File: config.mk
export PLATFORM = sky130hd
export DESIGN_NAME = uart_tx_frac
export DESIGN_NICKNAME = d
export VERILOG_FILES = /design/src/rtl/uart_tx_pkg.sv /design/src/rtl/uart_tx_hold.sv /design/src/rtl/uart_tx_parity.sv /design/src/rtl/uart_tx_fsm.sv /design/src/rtl/uart_tx_frac.sv
export SDC_FILE = /design/constraint.sdc
export NUM_CORES = 1
export LEC_CHECK = 0
export BUFFER_PORTS_ARGS = -buffer_cell sky130_fd_sc_hd__buf_2
export CORE_MARGIN = 3
export CORE_UTILIZATION = 30
export CTS_BUF_LIST = sky130_fd_sc_hd__clkbuf_16
export DETAILED_ROUTE_END_ITERATION = 10
export GPL_ROUTABILITY_DRIVEN = 0
export SYNTH_ARGS = -nofsm -noshare
export SYNTH_HDL_FRONTEND = slang
export SYNTH_SLANG_ARGS = --single-unit
File: constraint.sdc
create_clock -name clk_i -period 2.2 [get_ports clk_i]
set_input_delay 0 -clock clk_i [delete_from_list [all_inputs] [get_ports clk_i]]
set_output_delay 0 -clock clk_i [all_outputs]
set_load 0.01 [all_outputs]
File: src/rtl/uart_tx_pkg.sv
package uart_tx_pkg;

    typedef enum logic [2:0] {
        TX_START     = 3'd0,
        TX_DATA      = 3'd1,
        TX_PAR       = 3'd2,
        TX_STOP1     = 3'd3,
        TX_STOP_HALF = 3'd4,
        TX_STOP2     = 3'd5
    } tx_state_e;

    typedef struct packed {
        logic [1:0] wlen;
        logic       two_stop;
        logic       par_en;
        logic       par_even;
        logic       par_stick;
    } tx_cfg_t;

endpackage

File: src/rtl/uart_tx_hold.sv
module uart_tx_hold #(
    parameter int DATA_W = 8
) (
    input  logic              clk_i,
    input  logic              rst_i,
    input  logic              wr_i,
    input  logic [DATA_W-1:0] wdata_i,
    input  logic              load_i,
    output logic              full_o,
    output logic [DATA_W-1:0] data_o
);

    typedef struct packed {
        logic              full;
        logic [DATA_W-1:0] data;
    } hold_regs_t;

    hold_regs_t hold_d, hold_q;

    always_comb begin
        hold_d = hold_q;
        if (load_i) begin
            hold_d.full = 1'b0;
        end
        // a new write wins over a same-cycle transfer and replaces pending data
        if (wr_i) begin
            hold_d.full = 1'b1;
            hold_d.data = wdata_i;
        end
    end

    always_ff @(posedge clk_i) begin
        if (rst_i) begin
            hold_q <= '0;
        end else begin
            hold_q <= hold_d;
        end
    end

    assign full_o = hold_q.full;
    assign data_o = hold_q.data;

endmodule

File: src/rtl/uart_tx_parity.sv
module uart_tx_parity
    import uart_tx_pkg::*;
#(
    parameter int DATA_W = 8
) (
    input  logic [DATA_W-1:0] data_i,
    input  tx_cfg_t           cfg_i,
    output logic              par_o
);

    localparam int MIN_W = DATA_W - 3;

    logic [DATA_W-1:0] masked;
    logic              ones_odd;

    always_comb begin
        for (int i = 0; i < DATA_W; i++) begin
            masked[i] = (i < MIN_W + int'(cfg_i.wlen)) ? data_i[i] : 1'b0;
        end
        ones_odd = ^masked;
        if (cfg_i.par_stick) begin
            par_o = ~cfg_i.par_even;
        end else if (cfg_i.par_even) begin
            par_o = ones_odd;
        end else begin
            par_o = ~ones_odd;
        end
    end

endmodule

File: src/rtl/uart_tx_fsm.sv
module uart_tx_fsm
    import uart_tx_pkg::*;
#(
    parameter int DATA_W     = 8,
    parameter int OVERSAMPLE = 16
) (
    input  logic                          clk_i,
    input  logic                          rst_i,
    input  tx_cfg_t                       cfg_i,
    input  logic                          hold_full_i,
    input  logic [DATA_W-1:0]             hold_data_i,
    input  logic                          par_bit_i,
    output logic                          load_o,
    output logic                          line_o,
    output logic                          idle_o,
    output tx_state_e                     state_o,
    output logic [$clog2(OVERSAMPLE)-1:0] cnt_o
);

    localparam int CNT_W = $clog2(OVERSAMPLE);
    localparam int IDX_W = $clog2(DATA_W);
    localparam int MIN_W = DATA_W - 3;
    localparam int HALF  = OVERSAMPLE / 2;

    typedef struct packed {
        tx_state_e         state;
        logic              busy;
        logic [CNT_W-1:0]  cnt;
        logic [IDX_W-1:0]  idx;
        logic [DATA_W-1:0] shift;
        logic              par;
        logic              line;
    } fsm_regs_t;

    fsm_regs_t fsm_d, fsm_q;
    logic      slot_end;
    logic      half_end;
    logic      last_bit;
    logic      frame_end;

    always_comb begin
        fsm_d     = fsm_q;
        load_o    = 1'b0;
        frame_end = 1'b0;
        slot_end  = (fsm_q.cnt == CNT_W'(OVERSAMPLE - 1));
        half_end  = (fsm_q.cnt == CNT_W'(HALF - 1));
        last_bit  = (int'(fsm_q.idx) == MIN_W - 1 + int'(cfg_i.wlen));
        fsm_d.cnt = fsm_q.cnt + 1'b1;

        unique case (fsm_q.state)
            TX_START: begin
                if (fsm_q.busy) begin
                    if (slot_end) begin
                        fsm_d.state = TX_DATA;
                        fsm_d.cnt   = '0;
                        fsm_d.idx   = '0;
                        fsm_d.line  = fsm_q.shift[0];
                    end
                end else begin
                    fsm_d.cnt = '0;
                    frame_end = 1'b1;
                end
            end
            TX_DATA: begin
                if (slot_end) begin
                    fsm_d.cnt = '0;
                    if (last_bit) begin
                        fsm_d.state = cfg_i.par_en ? TX_PAR : TX_STOP1;
                        fsm_d.line  = cfg_i.par_en ? fsm_q.par : 1'b1;
                    end else begin
                        fsm_d.idx   = fsm_q.idx + 1'b1;
                        fsm_d.shift = fsm_q.shift >> 1;
                        fsm_d.line  = fsm_q.shift[1];
                    end
                end
            end
            TX_PAR: begin
                if (slot_end) begin
                    fsm_d.state = TX_STOP1;
                    fsm_d.cnt   = '0;
                    fsm_d.line  = 1'b1;
                end
            end
            TX_STOP1: begin
                if (slot_end) begin
                    fsm_d.cnt = '0;
                    if (!cfg_i.two_stop) begin
                        frame_end = 1'b1;
                    end else if (cfg_i.wlen == 2'b00) begin
                        fsm_d.state = TX_STOP_HALF;
                    end else begin
                        fsm_d.state = TX_STOP2;
                    end
                end
            end
            TX_STOP_HALF: begin
                if (half_end) begin
                    frame_end = 1'b1;
                end
            end
            TX_STOP2: begin
                if (slot_end) begin
                    frame_end = 1'b1;
                end
            end
            default: begin
                fsm_d.state = TX_START;
                fsm_d.busy  = 1'b0;
            end
        endcase

        // end of frame or idle: start the next character at once if one waits
        if (frame_end) begin
            fsm_d.state = TX_START;
            fsm_d.cnt   = '0;
            if (hold_full_i) begin
                load_o      = 1'b1;
                fsm_d.busy  = 1'b1;
                fsm_d.shift = hold_data_i;
                fsm_d.par   = par_bit_i;
                fsm_d.line  = 1'b0;
            end else begin
                fsm_d.busy = 1'b0;
                fsm_d.line = 1'b1;
            end
        end
    end

    always_ff @(posedge clk_i) begin
        if (rst_i) begin
            fsm_q       <= '0;
            fsm_q.state <= TX_START;
            fsm_q.line  <= 1'b1;
        end else begin
            fsm_q <= fsm_d;
        end
    end

    assign line_o  = fsm_q.line;
    assign idle_o  = (fsm_q.state == TX_START) && !fsm_q.busy;
    assign state_o = fsm_q.state;
    assign cnt_o   = fsm_q.cnt;

endmodule

File: src/rtl/uart_tx_frac.sv
module uart_tx_frac
    import uart_tx_pkg::*;
#(
    parameter int DATA_W     = 8,
    parameter int OVERSAMPLE = 16
) (
    input  logic              clk_i,
    input  logic              rst_i,
    input  logic              wr_i,
    input  logic [DATA_W-1:0] wr_data_i,
    input  logic [1:0]        word_len_i,
    input  logic              two_stop_i,
    input  logic              par_en_i,
    input  logic              par_even_i,
    input  logic              par_stick_i,
    input  logic              break_i,
    output logic              txd_o,
    output logic              hold_empty_o,
    output logic              ready_n_o,
    output logic              tx_empty_o
);

    localparam int CNT_W = $clog2(OVERSAMPLE);

    tx_cfg_t           cfg;
    logic              hold_full;
    logic [DATA_W-1:0] hold_data;
    logic              load;
    logic              par_bit;
    logic              line;
    logic              idle;
    tx_state_e         fsm_state;
    logic [CNT_W-1:0]  fsm_cnt;

    assign cfg.wlen      = word_len_i;
    assign cfg.two_stop  = two_stop_i;
    assign cfg.par_en    = par_en_i;
    assign cfg.par_even  = par_even_i;
    assign cfg.par_stick = par_stick_i;

    uart_tx_hold #(.DATA_W(DATA_W)) u_hold (
        .clk_i   (clk_i),
        .rst_i   (rst_i),
        .wr_i    (wr_i),
        .wdata_i (wr_data_i),
        .load_i  (load),
        .full_o  (hold_full),
        .data_o  (hold_data)
    );

    uart_tx_parity #(.DATA_W(DATA_W)) u_par (
        .data_i (hold_data),
        .cfg_i  (cfg),
        .par_o  (par_bit)
    );

    uart_tx_fsm #(.DATA_W(DATA_W), .OVERSAMPLE(OVERSAMPLE)) u_fsm (
        .clk_i       (clk_i),
        .rst_i       (rst_i),
        .cfg_i       (cfg),
        .hold_full_i (hold_full),
        .hold_data_i (hold_data),
        .par_bit_i   (par_bit),
        .load_o      (load),
        .line_o      (line),
        .idle_o      (idle),
        .state_o     (fsm_state),
        .cnt_o       (fsm_cnt)
    );

    assign txd_o        = break_i ? 1'b0 : line;
    assign hold_empty_o = !hold_full;
    assign ready_n_o    = hold_full;
    assign tx_empty_o   = !hold_full && idle;

endmodule

* After elaboration in Yosys (flattened, before gate mapping)
Index checks and enable logic that the tools add are counted.
** Storage, ports and cells
- Flip-flop bits (word level) :: 30
- Input bits :: 18
- Output and inout port bits :: 4
- Logic and storage cells :: 115
** Operators by class
- Add/sub/neg operators :: 4
- $lt $le $gt $ge :: 8
- Equal/unequal tests :: 21
- Multiplexer cells :: 52
- Bitwise operators :: 3
- Reduce and logical (&&, ||, !) cells :: 18
** Operator list (count)
- 4-bit by 32-bit < comparator with 1-bit output (first input constant) :: 4
- 3-bit by 32-bit < comparator with 1-bit output (first input constant) :: 2
- 4-bit by 32-bit equality test with 1-bit output :: 1
- 2-bit by 32-bit < comparator with 1-bit output (first input constant) :: 1
- 1-bit 2-to-1 mux :: 29
- 3-bit 2-to-1 mux :: 8
- 9-bit 2-to-1 mux :: 2
- 15-bit 2-to-1 mux :: 1
- 3-bit case mux with 5 select lines :: 1
- 2-bit by 1-bit != test with 1-bit output (second input constant) :: 7
- 3-bit by 1-bit != test with 1-bit output (second input constant) :: 4
- 4-bit case mux with 3 select lines :: 1
- 11-bit 2-to-1 mux :: 1
- 10-bit 2-to-1 mux :: 1
- 5-bit AND reduction :: 2
- 3-bit by 2-bit adder with 4-bit output (first input constant) :: 2
- 4-bit 2-to-1 mux :: 2
- 8-bit 2-to-1 mux :: 1
- 8-bit AND reduction :: 1
- 8-bit parity :: 1
- 7-bit 2-to-1 mux :: 1
- 3-bit by 2-bit equality test with 1-bit output (second input constant) :: 2
- 3-bit equality test (second input constant) :: 2
- 3-bit case mux with 2 select lines :: 1
- other kinds (20) :: 28

* Longest topological paths before layout
- Depth after elaboration :: 9
- Gate-level depth with buffers :: 8
- Depth with buffers taken out :: 6

* Cells and area by module
Synthesis repeated with hierarchy kept, for this count alone.
** Second synthesis, totals
- Cell total of the unflattened synthesis :: 194
- Area total of the unflattened synthesis :: 1747.9 µm²
** Modules (own cells, without submodules)
- uart_tx_fsm :: times used 1, cells an instance 148, area an instance 1268.7 µm², seq. area each 420.4 µm²
- uart_tx_hold :: times used 1, cells an instance 30, area an instance 321.6 µm², seq. area each 180.2 µm²
- uart_tx_parity :: times used 1, cells an instance 13, area an instance 133.9 µm², seq. area each 0.0 µm²
- uart_tx_frac :: times used 1, cells an instance 3, area an instance 23.8 µm², seq. area each 0.0 µm²

* Worst setup path after synthesis
No wires, ideal clock.
- Kind :: reg-to-reg
- Start point :: register u_fsm.fsm_q, in the netlist u_fsm.cnt_o[0]
- End point :: register u_fsm.fsm_q[1] (netlist name)
- Arrival :: 1.885 ns
- Required time :: 2.127 ns
- Slack :: 0.241 ns
- Cell stages (with the launch flop) :: 8
- Clock period less this slack :: 1.959 ns
- Cell sequence :: dfxtp_1 > ha_1 > nand3_1 > a211o_1 > a21o_1 > buf_6 > or4_4 > o211ai_2
** On the way
- Cells in the longest elaborated chain, start to end :: 4
** Ends and longest elaborated chain
- start, declared :: line uart_tx_fsm.sv:35 : fsm_regs_t fsm_d, fsm_q;
- start signal, assigned :: line uart_tx_fsm.sv:135 : fsm_q <= fsm_d;
- 4-bit equality test or 4-bit by 3-bit equality test with 1-bit output (tied branches) :: line uart_tx_fsm.sv:45, uart_tx_fsm.sv:46
- 1-bit 2-to-1 mux (on tied branches) :: line uart_tx_fsm.sv:102, uart_tx_fsm.sv:85, uart_tx_fsm.sv:97
- 1-bit case mux with 4 select lines (*) :: line uart_tx_fsm.sv:50 : unique case (fsm_q.state)
- 2-bit AND reduction (no line) (*)
Every way passes the cells marked *; elsewhere a longest branch is shown, timed or not.
A chain may end at the register's enable or synchronous reset.

* Worst setup path in the final report
- Start point :: register u_fsm.fsm_q, in the netlist u_fsm.state_o[1]
- End point :: register u_fsm.fsm_q[1] (netlist name)
** On the way
- Cells in the longest elaborated chain, start to end :: 3
** Ends and longest elaborated chain (line)
- 3-bit equality test, or another cell as far along :: uart_tx_fsm.sv:50
- 1-bit case mux with 4 select lines (*) :: uart_tx_fsm.sv:50
- 2-bit AND reduction (no line) (*)
Marked as above.

==> impl_summary.log <==
[metrics] number of nets in the synthesized netlist: slightly below 200
[metrics] cell depth of the worst hold path: 3
[metrics] timing-limited maximum frequency: roughly 500 MHz
[metrics] remaining antenna violation count: 0
[metrics] clock tree from TritonCTS: done
[metrics] maximum number of pins on one net before global-route repair: 28
[metrics] commonest non-fill, non-tap cell in the layout: sky130_fd_sc_hd__dfxtp_1
[metrics] Inserted Diodes: 0
[metrics] clock-pin slew reported for the worst setup and hold paths after clock tree synthesis: ~0.050 ns
[metrics] Layout area overhead: 25.5%
[metrics] Placed Cells: ~260
[metrics] filler instances: just under 500
[metrics] Routed Wire Length: roughly 3.3 mm
[metrics] final standard cell area without fillers: 1980 sq um
[metrics] number of vias after detailed routing: approximately 1.3k
[metrics] final critical-path required period: about 2.0 ns
[metrics] Pre-antenna DRT Iters: 4
[metrics] via count of the first global-routing pass: 1350
[metrics] synthesized netlist cell count: between 150 and 200
[metrics] Final period util: between 80% and 90%
[metrics] RSZ-0062 raised after global routing: false
[metrics] commonest cells after routing, fill and taps aside: 30 x sky130_fd_sc_hd__dfxtp_1, 24 x sky130_fd_sc_hd__nor2_1, 21 x sky130_fd_sc_hd__buf_2
[metrics] required time worst endpoint: between 2 and 2.5 ns
[metrics] number of enable-type register cells in the synthesized netlist: 0
[metrics] Yosys warnings: 0
[metrics] clock buffer count from CTS: 5
[metrics] critical-path maximum fanout: 7
[metrics] combined global-route utilization of all metal layers: between 10 and 15%
[metrics] Worst setup EP type: register
[metrics] cells traversed along the worst timing path: or3b_1 -> a211o_1 -> a21o_1 -> or4_4 -> o211ai_2
[metrics] root buffer cell: sky130_fd_sc_hd__clkbuf_16
[metrics] number of buffers added on ports: 21
[metrics] final routed wire length divided by cell count: between 10 and 15 um
[metrics] summed negative setup slack over all endpoints: 0 ns
[metrics] Clock Skews: 0.00196 ns
[metrics] max-slew violation count: 0
[metrics] Max Cap Viol: 0
[metrics] area of the die: around 6200 sq um
[metrics] LEAKAGE: 0.782 nW
[metrics] H-tree Lvls: 2
[metrics] width of the die: slightly below 80 um
[metrics] fin worst setup slack: roughly 0.23 ns
[metrics] starting utilization of the core area: between 30% and 40%
[metrics] worst supply voltage drop on vdd: between 400 and 500 uV
[metrics] class of the worst hold path: input port to register
[metrics] Die Ht: about 80 um
[metrics] Final Power: between 1 and 1.5 mW
[metrics] worst-margin pin slew: roughly 0.44 ns
[metrics] result of the run: complete, no violations
[metrics] final standard cell utilization of the core: between 40% and 50%
[metrics] overall overflow remaining after global route: 0
[metrics] worst slew slack as a fraction of its limit: between 70% and 80%
[metrics] # rows: 25
[metrics] maximum clock path buffer count: 2
[metrics] initial antenna violation count: 0
[metrics] DRC: 0
[metrics] number of distinct library cells after synthesis: 46
[metrics] Post-Route Hold Slack: 0.0377 ns
[metrics] later-pin clock latency in the skew report: ~0.27 ns
[metrics] I/O pins: 22
[metrics] Iteration-0 DRC Markers: 52
[metrics] Cell Area, Synth: between 1500 and 2000 sq um
[metrics] number of setup violations in the final report: 0
[metrics] placeable core region: a little under 5000 sq um
[metrics] wire length of the first global-routing pass: between 6 and 7 mm
[metrics] slowest cell on the critical path: sky130_fd_sc_hd__or4_4
[metrics] Critical Path Start Type: register
[metrics] total count of hold-check failures in the final report: 0
[metrics] Layout Nets: around 230
[metrics] category of the critical setup timing path: register to register
[metrics] final cell count without fillers: 275
[metrics] worst setup slack after placement: 0.248 ns
[metrics] pwr/cell area: 696 nW/um^2
[metrics] part of the Yosys area used for sequential elements: a little under two fifths
[metrics] register-to-register setup slack: 0.23 ns
[metrics] placed instance area: 1760 sq um
[metrics] Seq cells post-synth: 30
[metrics] Reg2Reg Depth: 5
[metrics] Top FF cell, synth: sky130_fd_sc_hd__dfxtp_1
[metrics] Gates resized, CTS repair: 0
[metrics] Post-synth ARST share: 0%
[metrics] Crit path arrival time: 2.17 ns
[metrics] average size of a mapped cell: around 9 sq um
[metrics] routed via count divided by cell count: about 4.7
[metrics] CP max stage delay: ~0.52 ns
[metrics] clock sink count: 30
[metrics] placed wire-length estimate after detailed placement: approximately 2.3 mm
[metrics] layout cells sized above 1: 19.2%
==> final timing paths <==
kind                     from             end
max          u_fsm.state_o[1]  u_fsm.fsm_q[1]
min               par_stick_i  u_fsm.fsm_q[1]
max reg2reg  u_fsm.state_o[1]  u_fsm.fsm_q[1]
min reg2reg    u_fsm.cnt_o[0]  u_fsm.cnt_o[0]
==> Yosys cell counts, drive strengths merged, types with 2 or more instances <==
master | count | area [sq um]
or3b | 2 | 17.5
buf | 2 | 18.8
ha | 2 | 25.0
o211ai | 2 | 20.0
nor2b | 4 | 25.0
nor3b | 2 | 15.0
nand3 | 6 | 30.0
nand2b | 6 | 37.5
a21oi | 10 | 50.1
nor3 | 5 | 25.0
dfxtp | 30 | 601
xnor2 | 9 | 78.8
nor2 | 24 | 90.1
and3b | 2 | 17.5
inv | 3 | 11.3
or3 | 2 | 12.5
a211oi | 7 | 52.6
nand3b | 3 | 22.5
clkbuf | 9 | 33.8
o21ai | 4 | 20.0
mux2i | 17 | 170
nand2 | 4 | 15.0
==> state kept, by name (all words and copies together), names as in the netlist <==
signal         count
u_hold.data_o      8
u_fsm.fsm_q       13
u_fsm.line_o       1
u_hold.full_o      1
u_fsm.cnt_o        4
u_fsm.state_o      3
==> cell type report <==
cell class,instances,area (sq um),area share (%)
clock inverters,3,16.3,0.820
clock buffers,5,125,6.31
multi-input cells,132,917,46.2
repair buffers,35,230,11.6
flip-flops and latches,30,601,30.3
inverters,3,11.3,0.567
well taps,67,83.8,4.22
==> repair_timing <==
| action | in CTS | in global routing |
|---|---|---|
| buffers inserted | 0 | 0 |
| hold buffers | 8 | 0 |
| endpoints found under the setup margin | 0 | 0 |
| hold endpoints to repair | 8 | 0 |
==> logic make-up (layout without fill, tap and decap cells) <==
logic type | count (synthesis) | after routing | share of synthesized area, %
xor gates and xnor gates | 11 | 11 | 6.96
muxes | 18 | 18 | 11.5
buffers and inverters | 14 | 46 | 4.03
and+or+nand+nor | 67 | 67 | 22.8
AOI/OAI and AO/OA | 34 | 34 | 15.2
adders and majority gates | 2 | 2 | 1.58
DFF | 30 | 30 | 38.0
==> per-layer routing <==
layer,track usage (%),vias up,routed length (um)
li1,-,685,-
met1,14.6,576,1560
met2,20.2,31,1550
met3,3.67,10,128
met4,5.07,0,102
met5,0,-,0
==> critical path, delay by kind of cell (launching register included) <==
kind	cells	cell delay, ns
AO/OA/AOI/OAI	3	0.62
flip-flops	1	0.40
AND/OR/NAND/NOR	2	0.89
==> report_power, final <==
group | switching [mW] | internal [mW] | total [mW]
combinational | 0.0665 | 0.0786 | 0.145
clock | 0.238 | 0.412 | 0.650
sequential | 0.0173 | 0.568 | 0.585
total | 0.322 | 1.06 | 1.38
Note: power is estimated with default switching activity, not from simulation.
